--- src/rtl/bankdec_pkg.sv ---
package bankdec_pkg;

  typedef enum logic [1:0] {
    K_NONE = 2'd0,
    K_SFR  = 2'd1,
    K_RAM  = 2'd2
  } loc_kind_e;

endpackage

--- src/rtl/bankdec_addr_form.sv ---
module bankdec_addr_form #(
  parameter int OFF_W  = 7,
  parameter int BANK_W = 2,
  parameter int IHI_W  = 1,
  localparam int PTR_W  = OFF_W + 1,
  localparam int FULL_W = OFF_W + BANK_W
) (
  input  logic [OFF_W-1:0]  addr_i,
  input  logic [BANK_W-1:0] bank_i,
  input  logic [IHI_W-1:0]  ibank_i,
  input  logic [PTR_W-1:0]  ptr_i,
  output logic [FULL_W-1:0] full_o,
  output logic              indirect_o
);

  // offset zero is the indirection port in every bank
  always_comb begin
    indirect_o = (addr_i == '0);
    if (indirect_o) full_o = {ibank_i, ptr_i};
    else            full_o = {bank_i, addr_i};
  end

endmodule

--- src/rtl/bankdec_map.sv ---
module bankdec_map
  import bankdec_pkg::*;
#(
  parameter int OFF_W     = 7,
  parameter int BANK_W    = 2,
  parameter int SFR_COUNT = 32,
  parameter int B1_GP_CNT = 32,
  parameter int WIN_CNT   = 16,
  localparam int FULL_W    = OFF_W + BANK_W,
  localparam int BANK_SZ   = 1 << OFF_W,
  localparam int B0_GP_CNT = BANK_SZ - SFR_COUNT,
  localparam int RAM_DEPTH = B0_GP_CNT + B1_GP_CNT,
  localparam int RAM_AW    = $clog2(RAM_DEPTH),
  localparam int SFR_OW    = $clog2(SFR_COUNT),
  localparam int SFR_AW    = BANK_W + SFR_OW
) (
  input  logic [FULL_W-1:0] full_i,
  output loc_kind_e         kind_o,
  output logic [RAM_AW-1:0] idx_o,
  output logic [SFR_AW-1:0] sfr_addr_o
);

  logic [BANK_W-1:0] bank;
  logic [OFF_W-1:0]  off;
  logic [OFF_W-1:0]  gp_off;
  logic              in_win;

  assign bank   = full_i[FULL_W-1:OFF_W];
  assign off    = full_i[OFF_W-1:0];
  assign gp_off = off - OFF_W'(SFR_COUNT);

  generate
    if (WIN_CNT > 0) begin : g_win
      assign in_win = (off >= OFF_W'(BANK_SZ - WIN_CNT));
    end else begin : g_nowin
      assign in_win = 1'b0;
    end
  endgenerate

  always_comb begin
    kind_o     = K_NONE;
    idx_o      = '0;
    sfr_addr_o = {bank, off[SFR_OW-1:0]};
    if (off == '0) begin
      kind_o = K_NONE;                       // self-reference of the port
    end else if (off < OFF_W'(SFR_COUNT)) begin
      kind_o = K_SFR;
    end else if (bank == BANK_W'(0)) begin
      kind_o = K_RAM;
      idx_o  = RAM_AW'(gp_off);
    end else if (bank == BANK_W'(1)) begin
      if (off < OFF_W'(SFR_COUNT + B1_GP_CNT)) begin
        kind_o = K_RAM;
        idx_o  = RAM_AW'(B0_GP_CNT) + RAM_AW'(gp_off);
      end else if (in_win) begin
        kind_o = K_RAM;
        idx_o  = RAM_AW'(gp_off);           // mirror of bank-0 top
      end
    end
  end

endmodule

--- src/rtl/bankdec_ram.sv ---
module bankdec_ram #(
  parameter int DATA_W = 8,
  parameter int DEPTH  = 128,
  localparam int AW    = $clog2(DEPTH)
) (
  input  logic              clk_i,
  input  logic              we_i,
  input  logic [AW-1:0]     addr_i,
  input  logic [DATA_W-1:0] wdata_i,
  output logic [DATA_W-1:0] rdata_o
);

  logic [DATA_W-1:0] mem [DEPTH];

  // read-first single port, block RAM shape
  always_ff @(posedge clk_i) begin
    if (we_i) mem[addr_i] <= wdata_i;
    rdata_o <= mem[addr_i];
  end

endmodule

--- src/rtl/regfile_bank_decoder.sv ---
module regfile_bank_decoder
  import bankdec_pkg::*;
#(
  parameter int DATA_W    = 8,
  parameter int OFF_W     = 7,
  parameter int BANK_W    = 2,
  parameter int IHI_W     = 1,
  parameter int SFR_COUNT = 32,
  parameter int B1_GP_CNT = 32,
  parameter int WIN_CNT   = 16,
  localparam int PTR_W     = OFF_W + 1,
  localparam int FULL_W    = OFF_W + BANK_W,
  localparam int RAM_DEPTH = (1 << OFF_W) - SFR_COUNT + B1_GP_CNT,
  localparam int RAM_AW    = $clog2(RAM_DEPTH),
  localparam int SFR_AW    = BANK_W + $clog2(SFR_COUNT)
) (
  input  logic              clk_i,
  input  logic              rst_i,
  input  logic              rd_i,
  input  logic              wr_i,
  input  logic [OFF_W-1:0]  addr_i,
  input  logic [BANK_W-1:0] bank_i,
  input  logic [IHI_W-1:0]  ibank_i,
  input  logic [PTR_W-1:0]  ptr_i,
  input  logic [DATA_W-1:0] wdata_i,
  input  logic [DATA_W-1:0] sfr_rdata_i,
  output logic [RAM_AW-1:0] ram_addr_o,
  output logic              ram_we_o,
  output logic              sfr_sel_o,
  output logic              sfr_we_o,
  output logic [SFR_AW-1:0] sfr_addr_o,
  output logic [DATA_W-1:0] sfr_wdata_o,
  output logic              rd_valid_o,
  output logic [DATA_W-1:0] rd_data_o
);

  logic [FULL_W-1:0] full;
  logic              indirect;
  loc_kind_e         kind;
  loc_kind_e         kind_q;
  logic [RAM_AW-1:0] idx;
  logic [SFR_AW-1:0] sfr_a;
  logic [DATA_W-1:0] ram_q;
  logic              req;
  logic              mem_we;

  assign req = rd_i | wr_i;

  bankdec_addr_form #(
    .OFF_W (OFF_W), .BANK_W(BANK_W), .IHI_W(IHI_W)
  ) u_form (
    .addr_i    (addr_i),
    .bank_i    (bank_i),
    .ibank_i   (ibank_i),
    .ptr_i     (ptr_i),
    .full_o    (full),
    .indirect_o(indirect)
  );

  bankdec_map #(
    .OFF_W(OFF_W), .BANK_W(BANK_W), .SFR_COUNT(SFR_COUNT),
    .B1_GP_CNT(B1_GP_CNT), .WIN_CNT(WIN_CNT)
  ) u_map (
    .full_i    (full),
    .kind_o    (kind),
    .idx_o     (idx),
    .sfr_addr_o(sfr_a)
  );

  assign mem_we = wr_i && (kind == K_RAM) && !rst_i;

  bankdec_ram #(
    .DATA_W(DATA_W), .DEPTH(RAM_DEPTH)
  ) u_ram (
    .clk_i  (clk_i),
    .we_i   (mem_we),
    .addr_i (idx),
    .wdata_i(wdata_i),
    .rdata_o(ram_q)
  );

  always_ff @(posedge clk_i) begin
    if (rst_i) begin
      ram_we_o    <= 1'b0;
      sfr_sel_o   <= 1'b0;
      sfr_we_o    <= 1'b0;
      rd_valid_o  <= 1'b0;
      kind_q      <= K_NONE;
      ram_addr_o  <= '0;
      sfr_addr_o  <= '0;
      sfr_wdata_o <= '0;
    end else begin
      ram_we_o   <= wr_i && (kind == K_RAM);
      sfr_sel_o  <= req && (kind == K_SFR);
      sfr_we_o   <= wr_i && (kind == K_SFR);
      rd_valid_o <= rd_i;
      kind_q     <= req ? kind : K_NONE;
      if (req && kind == K_RAM) ram_addr_o <= idx;
      if (req && kind == K_SFR) sfr_addr_o <= sfr_a;
      if (wr_i) sfr_wdata_o <= wdata_i;
    end
  end

  always_comb begin
    case (kind_q)
      K_RAM:   rd_data_o = ram_q;
      K_SFR:   rd_data_o = sfr_rdata_i;
      default: rd_data_o = '0;
    endcase
  end


  a_r1_reset_quiet: assert property (@(posedge clk_i)
    rst_i |=> (!ram_we_o && !sfr_sel_o && !sfr_we_o && !rd_valid_o));


  a_r10_idle_quiet: assert property (@(posedge clk_i) disable iff (rst_i)
    !(rd_i || wr_i) |=> (!ram_we_o && !sfr_sel_o && !sfr_we_o && !rd_valid_o));


  a_r9_rd_latency: assert property (@(posedge clk_i) disable iff (rst_i)
    rd_i |=> rd_valid_o);


  a_r8_self_ref: assert property (@(posedge clk_i) disable iff (rst_i)
    ((rd_i || wr_i) && addr_i == '0 && ptr_i[OFF_W-1:0] == '0)
      |=> (!ram_we_o && !sfr_sel_o && !sfr_we_o));


  a_r5_sfr_no_ram: assert property (@(posedge clk_i) disable iff (rst_i)
    sfr_sel_o |-> !ram_we_o);


  a_r6_hole_zero: assert property (@(posedge clk_i) disable iff (rst_i)
    (rd_valid_o && !sfr_sel_o && kind_q != K_RAM) |-> (rd_data_o == '0));

endmodule

--- config.mk ---
export PLATFORM = sky130hd
export DESIGN_NAME = regfile_bank_decoder
export DESIGN_NICKNAME = d
export VERILOG_FILES = /design/src/rtl/bankdec_pkg.sv /design/src/rtl/bankdec_addr_form.sv /design/src/rtl/bankdec_map.sv /design/src/rtl/bankdec_ram.sv /design/src/rtl/regfile_bank_decoder.sv
export SDC_FILE = /design/constraint.sdc
export NUM_CORES = 1
export LEC_CHECK = 0
export ABC_AREA = 1
export BUFFER_PORTS_ARGS = -buffer_cell sky130_fd_sc_hd__buf_4
export CORE_MARGIN = 2
export CORE_UTILIZATION = 62
export DETAILED_ROUTE_END_ITERATION = 16
export PLACE_DENSITY_LB_ADDON = 0.12
export SYNTH_ARGS = -nofsm -noshare
export SYNTH_HDL_FRONTEND = slang
export SYNTH_SLANG_ARGS = --single-unit
--- constraint.sdc ---
create_clock -name clk_i -period 3.61 [get_ports clk_i]
set_input_delay 0.1805 -clock clk_i [delete_from_list [all_inputs] [get_ports clk_i]]
set_output_delay 0.1805 -clock clk_i [all_outputs]
set_load 0.03 [all_outputs]
==> reports/summary.txt <==
Wire length per cell -> 21.7 um
Count of final setup violators -> 0
Type of destination of the critical path -> register
Dominant delay contributor by cell family on the critical path -> simple AND/OR/NAND/NOR gates
Number of input and output port buffers inserted -> 71
Multi-input gate area in the final layout -> 13600 um2
Number of synthesized flops with an enable pin -> 1024
Buffers & Inverters on Critical Path -> 4
Number of DRC markers after the initial detailed-route iteration -> 4703
Post-Route Skew -> 22.3 ps
Yosys cell types -> 29
Synthesized netlist cell count -> 4715
Overall die width -> 278 um
Post-layout total power -> 26.3 mW
Insertion delay to the later sink of the worst-skew pair -> 660 ps
FF+latch area -> 31500 um2
Cell accounting for the most synthesized area -> sky130_fd_sc_hd__edfxtp_1
Post-CTS clock slew at the launch and capture registers of the worst setup and hold paths -> 60 ps
Via count of the routed design -> 35100
Warnings, synthesis -> 0
Main area contributors after synthesis -> sky130_fd_sc_hd__edfxtp_1, sky130_fd_sc_hd__nand2_1, sky130_fd_sc_hd__nand4_1
Fraction of layout instances using a drive strength above 1 -> 9.99%
Worst endpoint data arrival time -> 3950 ps
Ys async rst share -> 0%
Post-Synth Simple-Gate Area -> 28.6%
Cell with the most instances after synthesis -> sky130_fd_sc_hd__nand2_1
# IOs -> 72
Estimated wirelength of the detail-placed design -> 74600 um
Power density over the cells -> 496 nW/um2
Die outline area -> 77300 um2
Total congestion overflow after global routing -> 0
Number of buffers created by CTS -> 103
Most frequent CP cell -> sky130_fd_sc_hd__nand2_1
Final ANT Viol Nets -> 0
# resized after CTS -> 0
Number of synthesized register bits -> 1060
Number of vias per cell after detailed routing -> 5.93
Clock root buffer -> sky130_fd_sc_hd__clkbuf_16
Synth Area in XOR/XNOR -> 0.0188%
Wire length after detailed routing -> 128000 um
Dominant synthesized flop cell -> sky130_fd_sc_hd__edfxtp_1
List of cells traversed by the critical path -> dlygate4sd3_1 -> buf_4 -> a21oi_1 -> nand2_1 -> nor2_1 -> nand2_1 -> nand2_8 -> nand3_4 -> buf_12 -> buf_4 -> nand2_1 -> nand2_1 -> nand2_1 -> nand2_1 -> nand2_1 -> nand2_1 -> nand2_1 -> nand2_1 -> nor2_1 -> nor2_1 -> nor2_1 -> nand2_1
Number of buffers on the longest clock path -> 3
Post-Synthesis Net Count -> 4757
Slew headroom -> 29.7%
Final hold viol count -> 0
Netlist area before placement -> 46600 um2
Proportion of synthesized area in mux cells -> 0%
Part of the Yosys area used for sequential elements -> 67.6%
Worst Max-Slew Pin Slew -> 1050 ps
# clock sinks -> 1060
Number of design rule violations left after detail routing -> 0
Clock tree from TritonCTS -> yes
Startpoint type of the worst setup path -> input pin
ANT cells -> 0
CP max stage delay -> 550 ps
Total global-route track usage -> 32.9%
Number of violations of the max-capacitance limit -> 0
H-tree levels -> 3
Area growth from synthesis to final layout -> 13.8%
Antenna violations before repair -> 2
Maximum fanout along the worst path -> 112
Number of max-slew violations in the final report -> 0
Period utilization -> 94.5%
Fillers -> 5341
Leakage power -> 21.9 nW
VDD IR-drop max -> 377 uV
Post-layout min period -> 3410 ps
Last weighted congestion value of the routability-driven placer -> 0.903
Critical path class -> input pin to register
Final layout net count -> 4899
Synthesized-area fraction occupied by ao, oa, aoi and oai cells -> 0.406%
Finished Core Util -> 71.2%
Mean Syn Cell Area -> 9.87 um2
Run status -> complete, no violations
Effective utilization at floorplan -> 62.5%
Cell types with the highest counts after synthesis -> sky130_fd_sc_hd__nand2_1, sky130_fd_sc_hd__edfxtp_1, sky130_fd_sc_hd__nand4_1, sky130_fd_sc_hd__nor2_1, sky130_fd_sc_hd__clkbuf_1
CP max stage cell -> sky130_fd_sc_hd__dlygate4sd3_1
Number of placement rows -> 100
Vias in the first global route -> 33500
Dominant combinational cell family by area after synthesis -> simple AND/OR/NAND/NOR gates
Vertical die dimension -> 278 um
Class of the worst hold path -> input pin to register
Post-synth top area share -> 66.0%
Pin count of the biggest net entering global routing -> 158
Data required time of the critical path -> 4150 ps
Global-route wire length before repair -> 195000 um
Setup repair after global routing missed its margin -> false
Synth Area in Adders -> 0.107%
Drt pass-1 iters -> 9
Core Footprint -> 74400 um2
Fmax -> 293 MHz
through the flow:
stage	setup WS (ps)	hold WS, ps	std cells	TNS [ps]	cell area [um2]
2_1_floorplan	387	250	4715	0	46600
3_3_place_gp	-174	399	5702	-198	49500
3_5_place_dp	-251	410	5702	-733	49500
4_1_cts	373	8.10	5915	0	53000
5_1_grt	91.0	51.0	5915	0	53000
6_report	197	45.4	5915	0	53000
power breakdown:
part / total [mW] / leakage (nW) / internal [mW] / switching (mW)
combinational: 2.22 / 10.8 / 0.595 / 1.62
clock: 10.5 / 1.59 / 5.99 / 4.53
sequential: 13.6 / 9.50 / 13.5 / 0.0505
cells by family after synthesis:
kind of cell | Yosys count
xor gates and xnor gates | 1
adders and majority gates | 4
and+or+nand+nor | 3255
AOI/OAI and AO/OA | 37
DFF | 1060
buffers and inverters | 358
metal layers:
metal | vias to the layer above | share of wire, % | global-route usage (%)
met3 | 281 | 10 | 5.52
met5 | - | 0.0070 | 0
li1 | 16100 | - | -
met2 | 1945 | 47 | 51.9
met1 | 16700 | 40 | 47.1
met4 | 2 | 3.2 | 11.2
cells in the final DEF (no fill, tap or decap), types with 22 or more instances in the layout:
| cell type | n |
|---|---|
| sky130_fd_sc_hd__dfxtp_1 | 36 |
| sky130_fd_sc_hd__nand2_1 | 2556 |
| sky130_fd_sc_hd__edfxtp_1 | 1024 |
| sky130_fd_sc_hd__nor2_1 | 254 |
| sky130_fd_sc_hd__buf_12 | 45 |
| sky130_fd_sc_hd__buf_4 | 288 |
| sky130_fd_sc_hd__clkinv_1 | 23 |
| sky130_fd_sc_hd__a21oi_1 | 22 |
| sky130_fd_sc_hd__inv_1 | 36 |
| sky130_fd_sc_hd__clkbuf_16 | 107 |
| sky130_fd_sc_hd__nand4_1 | 408 |
| sky130_fd_sc_hd__clkbuf_1 | 33 |
area by class of cell:
type	instances	area share, %
inverters	43	0.326
flip-flops and latches	1060	59.4
multi-input cells	3297	25.7
clock inverters	51	0.805
repair buffers	352	6.14
clock buffers	143	5.36
well taps	969	2.29
state kept, by name, summed over array words and instances, names as in the netlist:
register and flops:
sfr_we_o 1, u_ram.mem 1024, ram_we_o 1, kind_q 2, ram_addr_o 7, sfr_sel_o 1, rd_valid_o 1, sfr_addr_o 7
sfr_wdata_o 8, u_ram.rdata_o 8
repair_timing:
action | in CTS | in global routing
setup buffers | 0 | 0
hold buffers | 19 | 0
hold endpoints to repair | 26 | 0
path summary, 6_finish.rpt:
kind                         start               end  slack [ps]  cells past startpoint
hold reg to reg      sfr_addr_o[6]     sfr_addr_o[6]         470                      2
setup reg to reg  u_ram.mem[49][7]  u_ram.rdata_o[7]        1780                     12
setup / recovery          ptr_i[3]  u_ram.rdata_o[7]         200                     22
hold / removal           addr_i[5]          sfr_we_o          50                      5
tightest hold or removal path, stage by stage:
cell and delay (ps):
sky130_fd_sc_hd__buf_4 90, sky130_fd_sc_hd__a21oi_1 60, sky130_fd_sc_hd__ha_1 190, sky130_fd_sc_hd__inv_1 90
sky130_fd_sc_hd__nor3_1 60
Note: power is estimated with default switching activity, not from simulation.
